`src/rtl/cpu_flag_reg.sv`:
```
module cpu_flag_reg #(
  parameter bit DEC_EN = 1'b1
) (
  input  logic       clk,
  input  logic       rst_n,
  input  logic       upd_en,
  input  logic [5:0] upd_mask,
  input  logic [7:0] upd_result,
  input  logic [7:0] upd_operand,
  input  logic       upd_carry,
  input  logic       upd_ovf,
  input  logic       upd_vsel,
  input  logic       upd_ctl_val,
  input  logic       pull_en,
  input  logic [7:0] pull_byte,
  input  logic       push_en,
  input  logic [1:0] push_kind,
  input  logic       irq_req,
  input  logic       nmi_req,
  output logic [7:0] flags,
  output logic [7:0] push_byte,
  output logic       dec_mode,
  output logic       irq_out,
  output logic       nmi_out
);

  localparam int PN = 7, PV = 6, PD = 3, PI = 2, PZ = 1, PC = 0;
  localparam int MN = 5, MV = 4, MD = 3, MI = 2, MZ = 1, MC = 0;

  logic n_q, v_q, d_q, i_q, z_q, c_q, i_pend;
  logic n_d, v_d, d_d, i_d, z_d, c_d;
  logic wr;

  assign wr = upd_en & ~pull_en;

  always_comb begin
    n_d = n_q; v_d = v_q; d_d = d_q; i_d = i_q; z_d = z_q; c_d = c_q;
    if (pull_en) begin
      n_d = pull_byte[PN];
      v_d = pull_byte[PV];
      d_d = pull_byte[PD];
      i_d = pull_byte[PI];
      z_d = pull_byte[PZ];
      c_d = pull_byte[PC];
    end else if (wr) begin
      if (upd_mask[MN]) n_d = upd_result[7];
      if (upd_mask[MV]) v_d = upd_vsel ? upd_operand[6] : upd_ovf;
      if (upd_mask[MD]) d_d = upd_ctl_val;
      if (upd_mask[MI]) i_d = upd_ctl_val;
      if (upd_mask[MZ]) z_d = (upd_result == 8'h00);
      if (upd_mask[MC]) c_d = upd_carry;
    end
    if (i_pend) i_d = 1'b1;
  end

  always_ff @(posedge clk or negedge rst_n) begin
    if (!rst_n) begin
      n_q <= 1'b0; v_q <= 1'b0; d_q <= 1'b0;
      i_q <= 1'b1; z_q <= 1'b0; c_q <= 1'b0;
      i_pend <= 1'b0;
    end else begin
      n_q <= n_d; v_q <= v_d; d_q <= d_d;
      i_q <= i_d; z_q <= z_d; c_q <= c_d;
      i_pend <= push_en & (push_kind != 2'd0);
    end
  end

  assign flags     = {n_q, v_q, 2'b00, d_q, i_q, z_q, c_q};
  assign push_byte = {n_q, v_q, 1'b1, ~push_kind[1], d_q, i_q, z_q, c_q};
  assign dec_mode  = DEC_EN ? d_q : 1'b0;
  assign irq_out   = irq_req & ~i_q;
  assign nmi_out   = nmi_req;

endmodule


```
`config.mk`:
```
export PLATFORM = sky130hd
export DESIGN_NAME = cpu_flag_reg
export DESIGN_NICKNAME = d
export VERILOG_FILES = /design/src/rtl/cpu_flag_reg.sv
export SDC_FILE = /design/constraint.sdc
export NUM_CORES = 1
export LEC_CHECK = 0
export BUFFER_PORTS_ARGS = -buffer_cell sky130_fd_sc_hd__buf_2
export CAP_MARGIN = 20
export CORE_UTILIZATION = 31
export DETAILED_ROUTE_END_ITERATION = 6
export GPL_ROUTABILITY_DRIVEN = 0
export GPL_TIMING_DRIVEN = 0
export PLACE_DENSITY_LB_ADDON = 0.15
export SLEW_MARGIN = 5
export SYNTH_ARGS = -nofsm -noshare
export SYNTH_HDL_FRONTEND = slang
export SYNTH_SLANG_ARGS = --single-unit
```
`constraint.sdc`:
```
create_clock -name clk -period 1.1 [get_ports clk]
set_clock_uncertainty 0.1 [all_clocks]
set_input_delay 0.22 -clock clk [delete_from_list [all_inputs] [get_ports clk]]
set_output_delay 0.22 -clock clk [all_outputs]
set_load 0.05 [all_outputs]
```
# Word-level counts from Yosys, hierarchy flattened
# Index checks and enable logic that the tools add are counted.
totals:
  regBits: 7
  input_bits: 43
  out_inout_bits: 19
  wordCells: 49
classes:
  n_mux: 20
  bitwise: 6
  n_reduce_logical: 16
op_table:
  columns: ["operator", "count"]
  rows:
  - ["$mux 1", 20]
  - ["$reduce_bool 2->1", 7]
  - ["$reduce_and 2->1", 6]
  - ["$logic_not 8->1", 1]
  - ["$reduce_bool 3->1", 2]
  - ["$and 1x1->1", 3]
  - ["$not 1->1", 3]

# Longest topological paths before layout
logic_depth:
  ltp_word: 5
  ltp_mapped: 3

# Least setup slack after synthesis
# Ideal clock, no wire load.
synth_path:
  path_kind: "input to register"
  from: "input upd_result[2]"
  to: "register z_q"
  setup_time_ps: 104
  arrival_ps: 1306
  slack_ps: -409
  path_stages: 3
  cell_sequence: "or4_1 or4_1 o41ai_2"
synth_via:
  elab_chain_len: 4
synth_rtl:
  columns: ["element", "line_no", "rtl"]
  rows:
  - ["start: declaration", "8", "input logic [7:0] upd_result,"]
  - ["$logic_not 8->1", "50", "if (upd_mask[MZ]) z_d = (upd_result == 8'h00);"]
  - ["$mux 1", "50", null]
  - ["$mux 1", "45", "end else if (wr) begin"]
  - ["$mux 1", "38", "if (pull_en) begin"]
  - ["end signal: assignment", "59", "i_q <= 1'b1; z_q <= 1'b0; c_q <= 1'b0;"]
  - ["end signal: assignment", "63", "i_q <= i_d; z_q <= z_d; c_q <= c_d;"]
  - ["end: declaration", "30", "logic n_q, v_q, d_q, i_q, z_q, c_q, i_pend;"]
# Every way passes these cells. The select of a mux whose other input is x is not followed.
# A chain may end at the register's enable or synchronous reset.

# Worst setup path in the final report
# Same ends and word-level chain as after synthesis.

==> flow_summary_export.csv <==
group,metric,value,unit
setup_path,r2r_end,"z_q",
synthesis,yosys-top-cells-count,"buf_4 (16), nand2_1 (9), dfrtp_1 (6), mux2i_1 (5), o21ai_0 (3)",
grt,antenna_found_initial,0,
pwr,switching_share,38.11,%
layout,final_core_util,68.44,%
synthesis,yosys.area.top_type,"dfrtp_1",
pwr,ir_drop,0.7613,mV
pwr,p_per_area,1135,nW/um^2
clock_tree,cts_tree,"built",
layout,syn_to_final_growth,105.5,%
clock_tree,clk_pin_slew,0.05,ns
drt,ant_nets,0,
layout,antenna_cells,0,
floorplanning,io_pins,62,
synthesis,synth_area_leaders,"dfrtp_1 (30%), buf_4 (24%), mux2i_1 (10%)",
drt,drc,0,
timing,fin_crit_sh,128.2,%
timing,fmax,709.3,MHz
clock_tree,h-tree-depth,1,
clock_tree,cts_sinks,7,
setup_path,endpoint_kind,"flop",
pwr,clock_power_share,19.7,%
pwr,seqPwrFrac,26.9,%
synthesis,ys_warn_count,0,
grt,grt_pass1_wl,2208,um
grt,grt_pass1_vias,547,
setup_path,cp_max_fo,1,
placement,io_buffer_count,48,
grt,grt_max_degree,11,
timing,rsz0062_at_grt,"true",
synthesis,synth-edff-count,0,
hold_path,min_from,"pull_byte[6]",
setup_path,reg2reg_from,"z_q",
clock_tree,insertion_delay,0.25,ns
setup_path,endpoint,"z_q",
setup_path,critPathArrivalTime,1.45,ns
placement,dp_hpwl,934.9,um
floorplanning,dieArea,1783,um^2
pwr,p_comb_share,53.4,%
timing,hold_viol,0,
synthesis,synth_flop_cell,"dfrtp_1",
drt,via_count,548,
synthesis,ys_seq_area_share,35.16,%
outcome,outcome,"complete, but fails checks",
drt,via_per_inst,4.315,
clock_tree,cts_buffer_depth,2,
drt,routed_wl,1366,um
synthesis,postSynthAreaPerCell,8.959,um^2
synthesis,yosysTopAreaCellShare,29.93,%
layout,fin_area,1031,um^2
placement,place_area,774.5,um^2
placement,dp_slack,-0.5451,ns
drt,route.detailed.wl_per_inst,10.76,um
clock_tree,cts_root_buf,"clkbuf_4",
setup_path,worstRegToRegCells,3,
drt,drtPass1Iterations,3,
pwr,switching_power,0.0004459,W
hold_path,hp-class,"input port to flop",
timing,setup_viol,15,
layout,drive_above_1_share,68.47,%
timing,timing.final.ws_setup,-0.3099,ns
synthesis,yosysMostFrequentCell,"buf_4",
drt,first_iter_violations,2,
hold_path,hold_depth,2,
floorplanning,die_w,42.23,um
floorplanning,die_y,42.23,um
timing,slew_violations,0,
grt,grt_usage,16.43,%
floorplanning,rows,14,
synthesis,synth.cell_area,501.7,um^2
synthesis,synthArstFlopShare,100.0,%
synthesis,yosys_register_bits,7,
setup_path,ff2ff_setup_slack,-0.06,ns
timing,tns,-2.713,ns
setup_path,worstSetupStartpoint,"upd_result[2]",
clock_tree,cts-buffers-inserted,3,
floorplanning,start_util,33.31,%
flow_run,drv_cap,0,
timing,fin_crit,1.410,ns
synthesis,ys_types,18,
setup_path,crit_type,"input port to flop",
setup_path,worst_ep_required_time,1.14,ns
synthesis,synthCells,56,
layout,final_nets,155,
pwr,p_int,0.0007240,W
grt,overflow,0,
pwr,p_leak,0.5610,nW
floorplanning,coreArea,1506,um^2
setup_path,start_kind,"input port",
outcome,violations,"setup timing",
[timing repair]
action,4_1_cts,5_1_grt
hold endpoints to repair,7,0
gates cloned,0,0
buffers inserted,0,1
hold buffers,1,0
gates resized for setup,51,7
endpoints found under the setup margin,15,16
[through the flow]
step	power [W]	hold slack [ns]	std cells
detailed placement	0.0007689	-0.03409	121
finish	0.001170	0.07764	127
global route	0.001223	0.07906	127
CTS	0.001156	0.05061	126
floorplan	0.0006469	-0.1756	57
global placement	0.0007621	-0.03545	121
[state kept, by name (all words and copies together) (netlist names)]
name	cells
z_q	1
i_q	1
c_q	1
v_q	1
i_pend	1
dec_mode	1
n_q	1
[kinds of logic after synthesis]
group                  Yosys count  share of synthesized area, %
AO/OA/AOI/OAI                   10                         14.96
other                            2                         1.497
multiplexers                     5                         9.975
buffers and inverters           19                         26.19
flip-flops                       7                         35.16
AND/OR/NAND/NOR                 13                         12.22
[layout make-up]
cell class	count	area (um^2)
Buffer	17	168.9
Fill cell	130	475.5
Sequential cell	7	177.7
Timing Repair Buffer	50	396.6
Inverter	2	7.507
Clock buffer	4	26.28
Multi-Input combinational cell	31	234.0
Tap cell	16	20.02
[how the worst min path moves through the flow]
stage,slack (ns),endpoint
floorplan,-0.18,c_q
global placement,-0.04,v_q
detailed placement,-0.03,i_pend
CTS,0.05,z_q
global route,0.08,i_pend
finish,0.08,v_q
[power by group through the flow]
stage               clock network (W)  logic, W  registers (W)
floorplan                           0  0.000329       0.000318
global placement                    0  0.000454       0.000308
detailed placement                  0  0.000460       0.000309
CTS                          0.000242  0.000600       0.000313
global route                 0.000249  0.000655       0.000319
finish                       0.000231  0.000624       0.000315
[layout by cell type, fill, tap and decap left out]
cell and n:
nor2b_1 1, buf_8 12, mux2i_1 5, nand2_1 9, a21oi_2 1, o21a_1 1, a22oi_1 1, a21o_1 1
conb_1 3, dlygate4sd3_1 1, o211ai_1 1, o21ai_0 3, o41ai_4 1, or4_4 2, dfrtp_2 1, buf_2 33
nor2b_4 1, inv_1 2, dfstp_2 1, dfrtp_1 5, buf_6 15, clkbuf_4 3, buf_4 5, clkbuf_1 2
a311oi_2 1
[worst max-delay path, stage by stage]
cell and delay (ns):
buf_6 0.09, or4_4 0.51, or4_4 0.44, o41ai_4 0.20
[per-layer routing]
layer	GRT usage (%)	up-vias	share of wire, %
met4	1.875	0	0
met1	17.98	239	38
met2	29.85	29	55
li1	-	280	-
met5	0	-	0
met3	7.328	0	6.9
Note: power is estimated with default switching activity, not from simulation.
